### config.mk
export PLATFORM = sky130hd
export DESIGN_NAME = pix_plane_gate
export DESIGN_NICKNAME = d
export VERILOG_FILES = /design/src/rtl/ppg_pkg.sv /design/src/rtl/ppg_host_regs.sv /design/src/rtl/ppg_phase_mask.sv /design/src/rtl/ppg_port_stage.sv /design/src/rtl/pix_plane_gate.sv
export SDC_FILE = /design/constraint.sdc
export NUM_CORES = 1
export LEC_CHECK = 0
export BUFFER_PORTS_ARGS = -buffer_cell sky130_fd_sc_hd__buf_2
export CAP_MARGIN = 20
export CORE_MARGIN = 5
export CORE_UTILIZATION = 44
export CTS_CLUSTER_DIAMETER = 80
export DETAILED_ROUTE_END_ITERATION = 10
export PLACE_DENSITY_LB_ADDON = 0.2
export RECOVER_POWER = 100
export SLEW_MARGIN = 5
export SYNTH_ARGS = -nofsm -noshare
export SYNTH_HDL_FRONTEND = slang
export SYNTH_SLANG_ARGS = --single-unit
### constraint.sdc
create_clock -name clk -period 1 [get_ports clk]
set_input_delay 0 -clock clk [delete_from_list [all_inputs] [get_ports clk]]
set_output_delay 0 -clock clk [all_outputs]
set_load 0.01 [all_outputs]
### src/rtl/ppg_pkg.sv
package ppg_pkg;
    typedef enum logic {
        SEL_ENABLE = 1'b0,
        SEL_BLINK  = 1'b1
    } reg_sel_e;
endpackage

### src/rtl/ppg_host_regs.sv
module ppg_host_regs
    import ppg_pkg::*;
#(
    parameter int unsigned W = 8
) (
    input  logic         clk,
    input  logic         we,
    input  logic         sel,
    input  logic [W-1:0] wdata,
    output logic [W-1:0] rdata,
    output logic [W-1:0] en_mask,
    output logic [W-1:0] bl_mask
);
    typedef struct packed {
        logic [W-1:0] en;
        logic [W-1:0] bl;
    } regs_t;

    regs_t regs_d, regs_q;

    always_comb begin
        regs_d = regs_q;
        if (we) begin
            case (reg_sel_e'(sel))
                SEL_ENABLE: regs_d.en = wdata;
                SEL_BLINK:  regs_d.bl = wdata;
                default:    regs_d = regs_q;
            endcase
        end
    end

    // No reset: contents are undefined until software loads them.
    always_ff @(posedge clk) begin
        regs_q <= regs_d;
    end

    assign rdata   = (reg_sel_e'(sel) == SEL_BLINK) ? regs_q.bl : regs_q.en;
    assign en_mask = regs_q.en;
    assign bl_mask = regs_q.bl;
endmodule

### src/rtl/ppg_phase_mask.sv
module ppg_phase_mask #(
    parameter int unsigned W = 8
) (
    input  logic [W-1:0] en_mask,
    input  logic [W-1:0] bl_mask,
    input  logic         blink_on,
    output logic [W-1:0] eff_mask
);
    logic [W-1:0] blank_bits;

    always_comb begin
        blank_bits = blink_on ? '0 : (bl_mask & en_mask);
        eff_mask   = en_mask & ~blank_bits;
    end
endmodule

### src/rtl/ppg_port_stage.sv
module ppg_port_stage #(
    parameter int unsigned W = 8
) (
    input  logic         clk,
    input  logic         rst_n,
    input  logic [W-1:0] pix_in,
    input  logic [W-1:0] eff_mask,
    output logic [W-1:0] pix_out
);
    typedef struct packed {
        logic [W-1:0] pix;
    } stage_t;

    stage_t st_d, st_q;

    always_comb begin
        st_d.pix = pix_in & eff_mask;
    end

    always_ff @(posedge clk) begin
        if (!rst_n) st_q <= '0;
        else        st_q <= st_d;
    end

    assign pix_out = st_q.pix;
endmodule

### src/rtl/pix_plane_gate.sv
module pix_plane_gate #(
    parameter int unsigned PIX_W     = 8,
    parameter int unsigned NUM_PORTS = 5
) (
    input  logic                       clk,
    input  logic                       rst_n,
    input  logic                       hb_we,
    input  logic                       hb_sel,
    input  logic [PIX_W-1:0]           hb_wdata,
    output logic [PIX_W-1:0]           hb_rdata,
    input  logic                       blink_on,
    input  logic [PIX_W*NUM_PORTS-1:0] pix_in,
    output logic [PIX_W*NUM_PORTS-1:0] pix_out
);
    logic [PIX_W-1:0] en_mask_w;
    logic [PIX_W-1:0] bl_mask_w;
    logic [PIX_W-1:0] eff_mask_w;

    ppg_host_regs #(.W(PIX_W)) regs_i (
        .clk     (clk),
        .we      (hb_we),
        .sel     (hb_sel),
        .wdata   (hb_wdata),
        .rdata   (hb_rdata),
        .en_mask (en_mask_w),
        .bl_mask (bl_mask_w)
    );

    ppg_phase_mask #(.W(PIX_W)) phase_i (
        .en_mask  (en_mask_w),
        .bl_mask  (bl_mask_w),
        .blink_on (blink_on),
        .eff_mask (eff_mask_w)
    );

    for (genvar p = 0; p < NUM_PORTS; p++) begin : g_port
        ppg_port_stage #(.W(PIX_W)) stage_i (
            .clk      (clk),
            .rst_n    (rst_n),
            .pix_in   (pix_in[p*PIX_W +: PIX_W]),
            .eff_mask (eff_mask_w),
            .pix_out  (pix_out[p*PIX_W +: PIX_W])
        );
    end
endmodule

# Yosys cells after proc, flatten, opt, wreduce, memory -nomap -nowiden
# Index checks and enable logic that the tools add are counted.
# word_totals
ramBits	0
latchBits	0
mem_bits_ro	0
regBits	56
out_inout_bits	48
inputBits	53
mem_count	0
# op_classes
shifts	0
n_bitwise	9
reduce_logical	2
div	0
n_lt_le_gt_ge	0
n_mul	0
muxes	2
eq_ne	0
n_addsub	0
# op_table
operator	n
AND 8 bit	7
two-way mux 8 bit	2
NOT 8 bit	1
AND reduction 2 bit	2
NOT 1 bit	1

# Depth between registers and ports, before layout
# Gate-level depths: netlist of run 1.
# logic_depth
ltp_word	5
depth_mapped	2

# Hierarchy
# A second synthesis of run 1 with hierarchy kept.
# hier_totals
hier_cells	116
area_unflattened_um2	1773.0
# by_module_without_submodules
module	area_per_inst_um2	seq_area_each_um2	cells_per_inst	n_inst
ppg_port_stage	210.2	160.2	16	5
ppg_host_regs	628.1	480.5	27	1
ppg_phase_mask	93.8	0.0	9	1

# Worst setup path after synthesis of run 1
# OpenSTA, ideal clock, no wires.
# synth_timing
kind	input to register
startpoint	in hb_sel
endpoint	reg regs_i.regs_q[8] (netlist: regs_i.en_mask[0]) (enable)
t_arrival_ns	0.563
cell_stages	2
slack_ns	0.064
n_path_buf	1
setup_time_ns	0.373
path_cell_list	buf_4 -> nor2b_1
# synth_via
elab_chain_len	2
# synth_lines
item	line	source
from (decl)	pix_plane_gate.sv:8	input logic hb_sel,
NOT 1 bit (no line)	--	
AND reduction 2 bit (no line)	--	
to (signal assigned)	ppg_host_regs.sv:34	regs_q <= regs_d;
to (decl)	ppg_host_regs.sv:19	regs_t regs_d, regs_q;
# Every way passes these cells.
# A chain may end at the register's enable or synchronous reset.

# Worst setup path after layout of run 1
# layout_timing
startpoint	reg regs_i.regs_q[15] (netlist: regs_i.en_mask[7])
endpoint	out hb_rdata[7]
# layout_via
elab_chain_len	1
# layout_lines
item	line	source
two-way mux 8 bit	ppg_host_regs.sv:37	assign rdata = (reg_sel_e'(sel) == SEL_BLINK) ? regs_q.bl : regs_q.en;
to (decl)	pix_plane_gate.sv:10	output logic [PIX_W-1:0] hb_rdata,
# Every way passes these cells.

==> results of run 1 <==
## worst paths after layout
check	from	end	slack, ns	cells past startpoint
setup reg to reg	regs_i.en_mask[7]	g_port[4].stage_i.pix_out[7]	-0.02	4
hold / removal	rst_n	g_port[2].stage_i.pix_out[7]	0.16	3
hold reg to reg	regs_i.en_mask[0]	g_port[3].stage_i.pix_out[0]	0.67	2
setup / recovery	regs_i.en_mask[7]	hb_rdata[7]	-0.16	2
## metrics by stage
step / setup slack (ns) / hold slack, ns / power (mW)
3_5_place_dp: 0.06165 / 0.1925 / 3.059
2_1_floorplan: 0.06412 / 0.09887 / 2.778
5_1_grt: -0.1923 / 0.1443 / 4.756
4_1_cts: -0.1353 / 0.1470 / 4.598
3_3_place_gp: 0.1615 / 0.1931 / 3.035
6_report: -0.1579 / 0.1614 / 4.575
## power by group
| part | switching, mW | internal, mW |
|---|---|---|
| Sequential | 0.0429 | 2.45 |
| Clock | 0.685 | 0.643 |
| Combinational | 0.329 | 0.429 |
| Total | 1.06 | 3.52 |
## what timing repair did
action	in CTS	in global routing
gates resized for setup	16	6
hold buffers	48	0
buffers inserted	4	5
endpoints found under the hold margin	56	0
endpoints found under the setup margin	8	8
## logic make-up (layout without fill, tap and decap cells)
group / after synthesis / after routing / share of synthesized area
buffers and inverters: 17 / 185 / 0.05297
multiplexers: 8 / 8 / 0.04651
flip-flops: 56 / 56 / 0.6615
AO/OA/AOI/OAI: 40 / 40 / 0.2326
AND/OR/NAND/NOR: 2 / 2 / 0.006464
## cell type report
cell class | count | area, um2
Clock buffer | 7 | 97.59
Clock inverter | 1 | 5.005
Fill cell | 327 | 1117
Inverter | 8 | 32.53
Multi-Input combinational cell | 50 | 583.1
Sequential cell | 56 | 1281
Tap cell | 52 | 65.06
Timing Repair Buffer | 169 | 1142
## metal layers
| layer | track usage | up-vias | routed length [um] |
|---|---|---|---|
| li1 | - | 833 | - |
| met1 | 0.2102 | 840 | 2192 |
| met2 | 0.3793 | 65 | 3258 |
| met3 | 0.06383 | 10 | 335 |
| met4 | 0.06294 | 0 | 90 |
| met5 | 0 | - | 0 |
## cells in the mapped netlist
master / count / area share
buf_2: 4 / 0.010
dfxtp_1: 40 / 0.41
o2111a_1: 40 / 0.23
inv_1: 8 / 0.016
mux2_2: 8 / 0.047
and2_1: 1 / 0.0032
buf_6: 4 / 0.023
buf_4: 1 / 0.0039
nor2b_1: 1 / 0.0032
edfxtp_1: 16 / 0.25
## state kept, by name, indices dropped and copies added, names as in the netlist
signal,flops
g_port.stage_i.pix_out,40
regs_i.bl_mask,8
regs_i.en_mask,8
## worst max-delay path: stages, from the launching register on
cell	delay, ns
edfxtp_1	0.43
mux2_4	0.30
buf_6	0.12
==> results.json, run 1 <==
{
  "status": "finished with violations",
  "violations": "setup timing",
  "ys_types": 10,
  "grt_pass1_wl_mm": 9.335,
  "skew_ns": 0.005932,
  "period_share": 1.158,
  "antenna_found_initial": 0,
  "grt_setup_unrepaired": "yes",
  "cts_made_buffers": 5,
  "drive_above_1_share": 0.3093,
  "insertion_delay_ns": 0.30,
  "relSlewSlack": 0.5108,
  "viasPerCell": 5.096,
  "overflow": 0,
  "layout.cells.non_filler": 343,
  "layout_commonest_cell": "clkbuf_1",
  "final_area_um2": 3207,
  "floorplan.die_area_um2": 5829,
  "layout.nets": 343,
  "yosys_register_bits": 56,
  "areaGrowthSynthToFinish_pct": 65.57,
  "syn-instance-count": 123,
  "place_inst": 278,
  "tightestPinTransition_ns": 0.7338,
  "arrival_ns": 1.16,
  "chipHeight_um": 76.35,
  "power_leakage_nw": 1.375,
  "wl_per_cell_um": 17.13,
  "final_cell_mix": "clkbuf_1 (49), dlygate4sd3_1 (48), buf_2 (46)",
  "io_pins": 101,
  "cts_buffer_depth": 2,
  "hold_viol": 0,
  "wirelength_mm": 5.876,
  "cts_root_buf": "clkbuf_8",
  "setup_violations": 13,
  "synth_area_um2": 1937,
  "place.detailed.hpwl_mm": 3.653,
  "peakVddDrop_uv": 1003,
  "powerDensity_nw_per_um2": 1426,
  "rows": 24,
  "maxCapViolCount": 0,
  "vias": 1748,
  "max_freq_mhz": 863.6,
  "grt_max_degree": 41,
  "yosys_warnings": 0,
  "grt_usage": 0.2018,
  "syn_area_per_cell_um2": 15.75,
  "first_pass_iters": 4,
  "cp_data_required_time_ns": 1.00,
  "drtIter0Drc": 28,
  "core_um2": 4324,
  "tns_ns": -1.015,
  "final_util": 0.7416,
  "seq_area_frac_synth": 0.6615,
  "crit_path_end_kind": "primary output",
  "route.detailed.drc": 0,
  "drv_slew": 0,
  "antenna_cells": 0,
  "io_buffers": 100,
  "path_class": "reg -> out",
  "placed_area_um2": 2532,
  "die_x_um": 76.35,
  "cts_tree": "done",
  "initial_utilization": 0.4479,
  "cts_max_level": 2,
  "grt_pass1_vias": 1929,
  "detail-route-antenna-nets": 0,
  "syn_nets": 176,
  "cts.reportedPaths.clkPinSlew_ns": 0.09,
  "clock-sinks": 56,
  "path_max_fanout": 2,
  "period_needed_ns": 1.158,
  "hold_path.class": "in -> reg",
  "critPathLaunchType": "flop",
  "setup_slack_ns": -0.1579,
  "routabilityCongestion": 0.7285
}
Power figures use the tool's default switching activity.
==> inputs of run 2 (changes only) <==
--- a/config.mk
+++ b/config.mk
@@ -9,6 +9,7 @@
 export CAP_MARGIN = 20
 export CORE_MARGIN = 5
 export CORE_UTILIZATION = 44
+export CTS_BUF_LIST = sky130_fd_sc_hd__clkbuf_16
 export CTS_CLUSTER_DIAMETER = 80
 export DETAILED_ROUTE_END_ITERATION = 10
 export PLACE_DENSITY_LB_ADDON = 0.2
==> run 2 against run 1 <==
  * The flow still finishes with violations (setup timing)
  * Core utilization rose by 0.81 points
  * Flip-flop and latch count is the same
  * Clock skew about the same
  * Global-route usage is 0.14 points lower
  * Clock power up 37%
  * Largest cell class unchanged
  * Largest power group unchanged
==> results.json, run 2 (synthesized netlist as in run 1, its figures left out) <==
{
  "placed_area_um2": 2532,
  "fill_cells": 319,
  "total_power_mw": 5.056,
  "r2r-start": "regs_i.en_mask[7]",
  "cp_data_required_time_ns": 1.00,
  "post-place-ws_ns": 0.06165,
  "first_pass_iters": 6,
  "final_cell_mix": "dlygate4sd3_1 (48), clkbuf_1 (48), buf_2 (46)",
  "core_um2": 4324,
  "cts.reportedPaths.clkPinSlew_ns": 0.07,
  "met3_usage": 0.05910,
  "cts_tree": "done",
  "drv_slew": 0,
  "cpPeakStageDelay_ns": 0.43,
  "final_util": 0.7497,
  "grt_setup_unrepaired": "yes",
  "final_area_um2": 3242,
  "antenna_found_initial": 0,
  "largest_reg_flops": 40,
  "insertion_delay_ns": 0.29,
  "violations": "setup timing",
  "crit_path_end_kind": "primary output",
  "grt_pass1_vias": 1922,
  "drtIter0Drc": 54,
  "cts_made_buffers": 5,
  "path_class": "reg -> out",
  "tns_ns": -0.8030,
  "hold_slack_ns": 0.1801,
  "slowest_stage": "edfxtp_1",
  "period_share": 1.136,
  "clock-sinks": 56,
  "wirelength_mm": 5.792,
  "route.detailed.drc": 0,
  "cts_buffer_depth": 2,
  "chipHeight_um": 76.35,
  "overflow": 0,
  "io_buffers": 100,
  "multi_input_area_um2": 583.1,
  "hold_viol": 0,
  "powerDensity_nw_per_um2": 1559,
  "max_freq_mhz": 880.6,
  "cts_root_buf": "clkbuf_16",
  "path_cells": "mux2_4 > buf_6",
  "floorplan.die_area_um2": 5829,
  "rows": 24,
  "r2r_cells": 4,
  "power_leakage_nw": 1.395,
  "setup_slack_ns": -0.1356,
  "crit_family": "flip-flops",
  "critPathLaunchType": "flop",
  "hold_depth": 3,
  "period_needed_ns": 1.136,
  "path_max_fanout": 2,
  "layout.cells.non_filler": 341,
  "hold_end": "g_port[2].stage_i.pix_out[7]",
  "skew_ns": 0.005805,
  "status": "finished with violations",
  "wl_per_cell_um": 16.99,
  "maxCapViolCount": 0,
  "grt_use_met2": 0.3741,
  "antenna_cells": 0,
  "detail-route-antenna-nets": 0,
  "drive_above_1_share": 0.3010,
  "gr-max-usage-layer": "met2",
  "setup_violations": 13,
  "seq_area_um2": 1281,
  "io_pins": 101,
  "crit_buf_inv": 1,
  "tightestPinTransition_ns": 0.7290,
  "cts_max_level": 2,
  "grt_usage": 0.2004,
  "reg2reg_setup_slack_ns": -0.02,
  "min_from": "rst_n",
  "relSlewSlack": 0.5140,
  "arrival_ns": 1.14,
  "peakVddDrop_uv": 1011,
  "die_x_um": 76.35,
  "viasPerCell": 5.147,
  "hold_path.class": "in -> reg",
  "initial_utilization": 0.4479,
  "path_depth": 2,
  "place_inst": 278,
  "place.detailed.hpwl_mm": 3.653,
  "layout.nets": 341,
  "areaGrowthSynthToFinish_pct": 67.38,
  "grt_pass1_wl_mm": 9.301,
  "routabilityCongestion": 0.7285,
  "met1_usage": 0.2134,
  "grt_max_degree": 41,
  "vias": 1755,
  "r2r_end": "g_port[4].stage_i.pix_out[7]"
}
==> run 2: changes by cell type in the layout (fill, tap and decap cells not counted) <==
cell       delta
buf_4         -3
buf_6         -1
inv_4         -1
clkbuf_1      -1
clkbuf_8      -5
clkbuf_16     +5
clkbuf_4      +2
inv_1         +2
==> run 2: per-layer routing <==
layer / vias to the layer above / routed length, um
met5: - / 0
met4: 0 / 88
met3: 8 / 294
met2: 61 / 3128
met1: 856 / 2280
li1: 830 / -
==> run 2: worst max path at each step <==
stage,slack [ns],start,endpoint
2_1_floorplan,0.06,hb_sel,regs_i.en_mask[0]
3_3_place_gp,0.16,blink_on,g_port[0].stage_i.pix_out[4]
3_5_place_dp,0.06,blink_on,g_port[4].stage_i.pix_out[5]
4_1_cts,-0.11,regs_i.en_mask[4],hb_rdata[4]
5_1_grt,-0.15,regs_i.en_mask[7],hb_rdata[7]
6_report,-0.14,regs_i.en_mask[7],hb_rdata[7]
==> run 2: layout make-up <==
| cell class | instances | share of cell area |
|---|---|---|
| Tap cell | 52 | 0.02007 |
| Clock buffer | 6 | 0.04631 |
| Timing Repair Buffer | 167 | 0.3466 |
| Clock inverter | 2 | 0.002702 |
| Inverter | 8 | 0.009263 |
| Sequential cell | 56 | 0.3952 |
| Multi-Input combinational cell | 50 | 0.1799 |
==> run 2: power by group <==
part / switching [mW] / internal (mW)
sequential: 0.0418 / 2.45
clock: 0.757 / 1.07
combinational: 0.323 / 0.420
total: 1.12 / 3.93
==> run 2: tightest hold or removal path, stage by stage <==
cell	delay [ns]
buf_2	0.11
buf_12	0.17
o2111a_1	0.14
==> run 2: repair_timing <==
| action | in CTS | in global routing |
|---|---|---|
| resized for setup | 16 | 3 |
| endpoints found under the hold margin | 56 | 0 |
| buffers inserted | 4 | 3 |
| cloned | 0 | 0 |
| hold buffers | 48 | 0 |
| setup endpoints to repair | 8 | 8 |
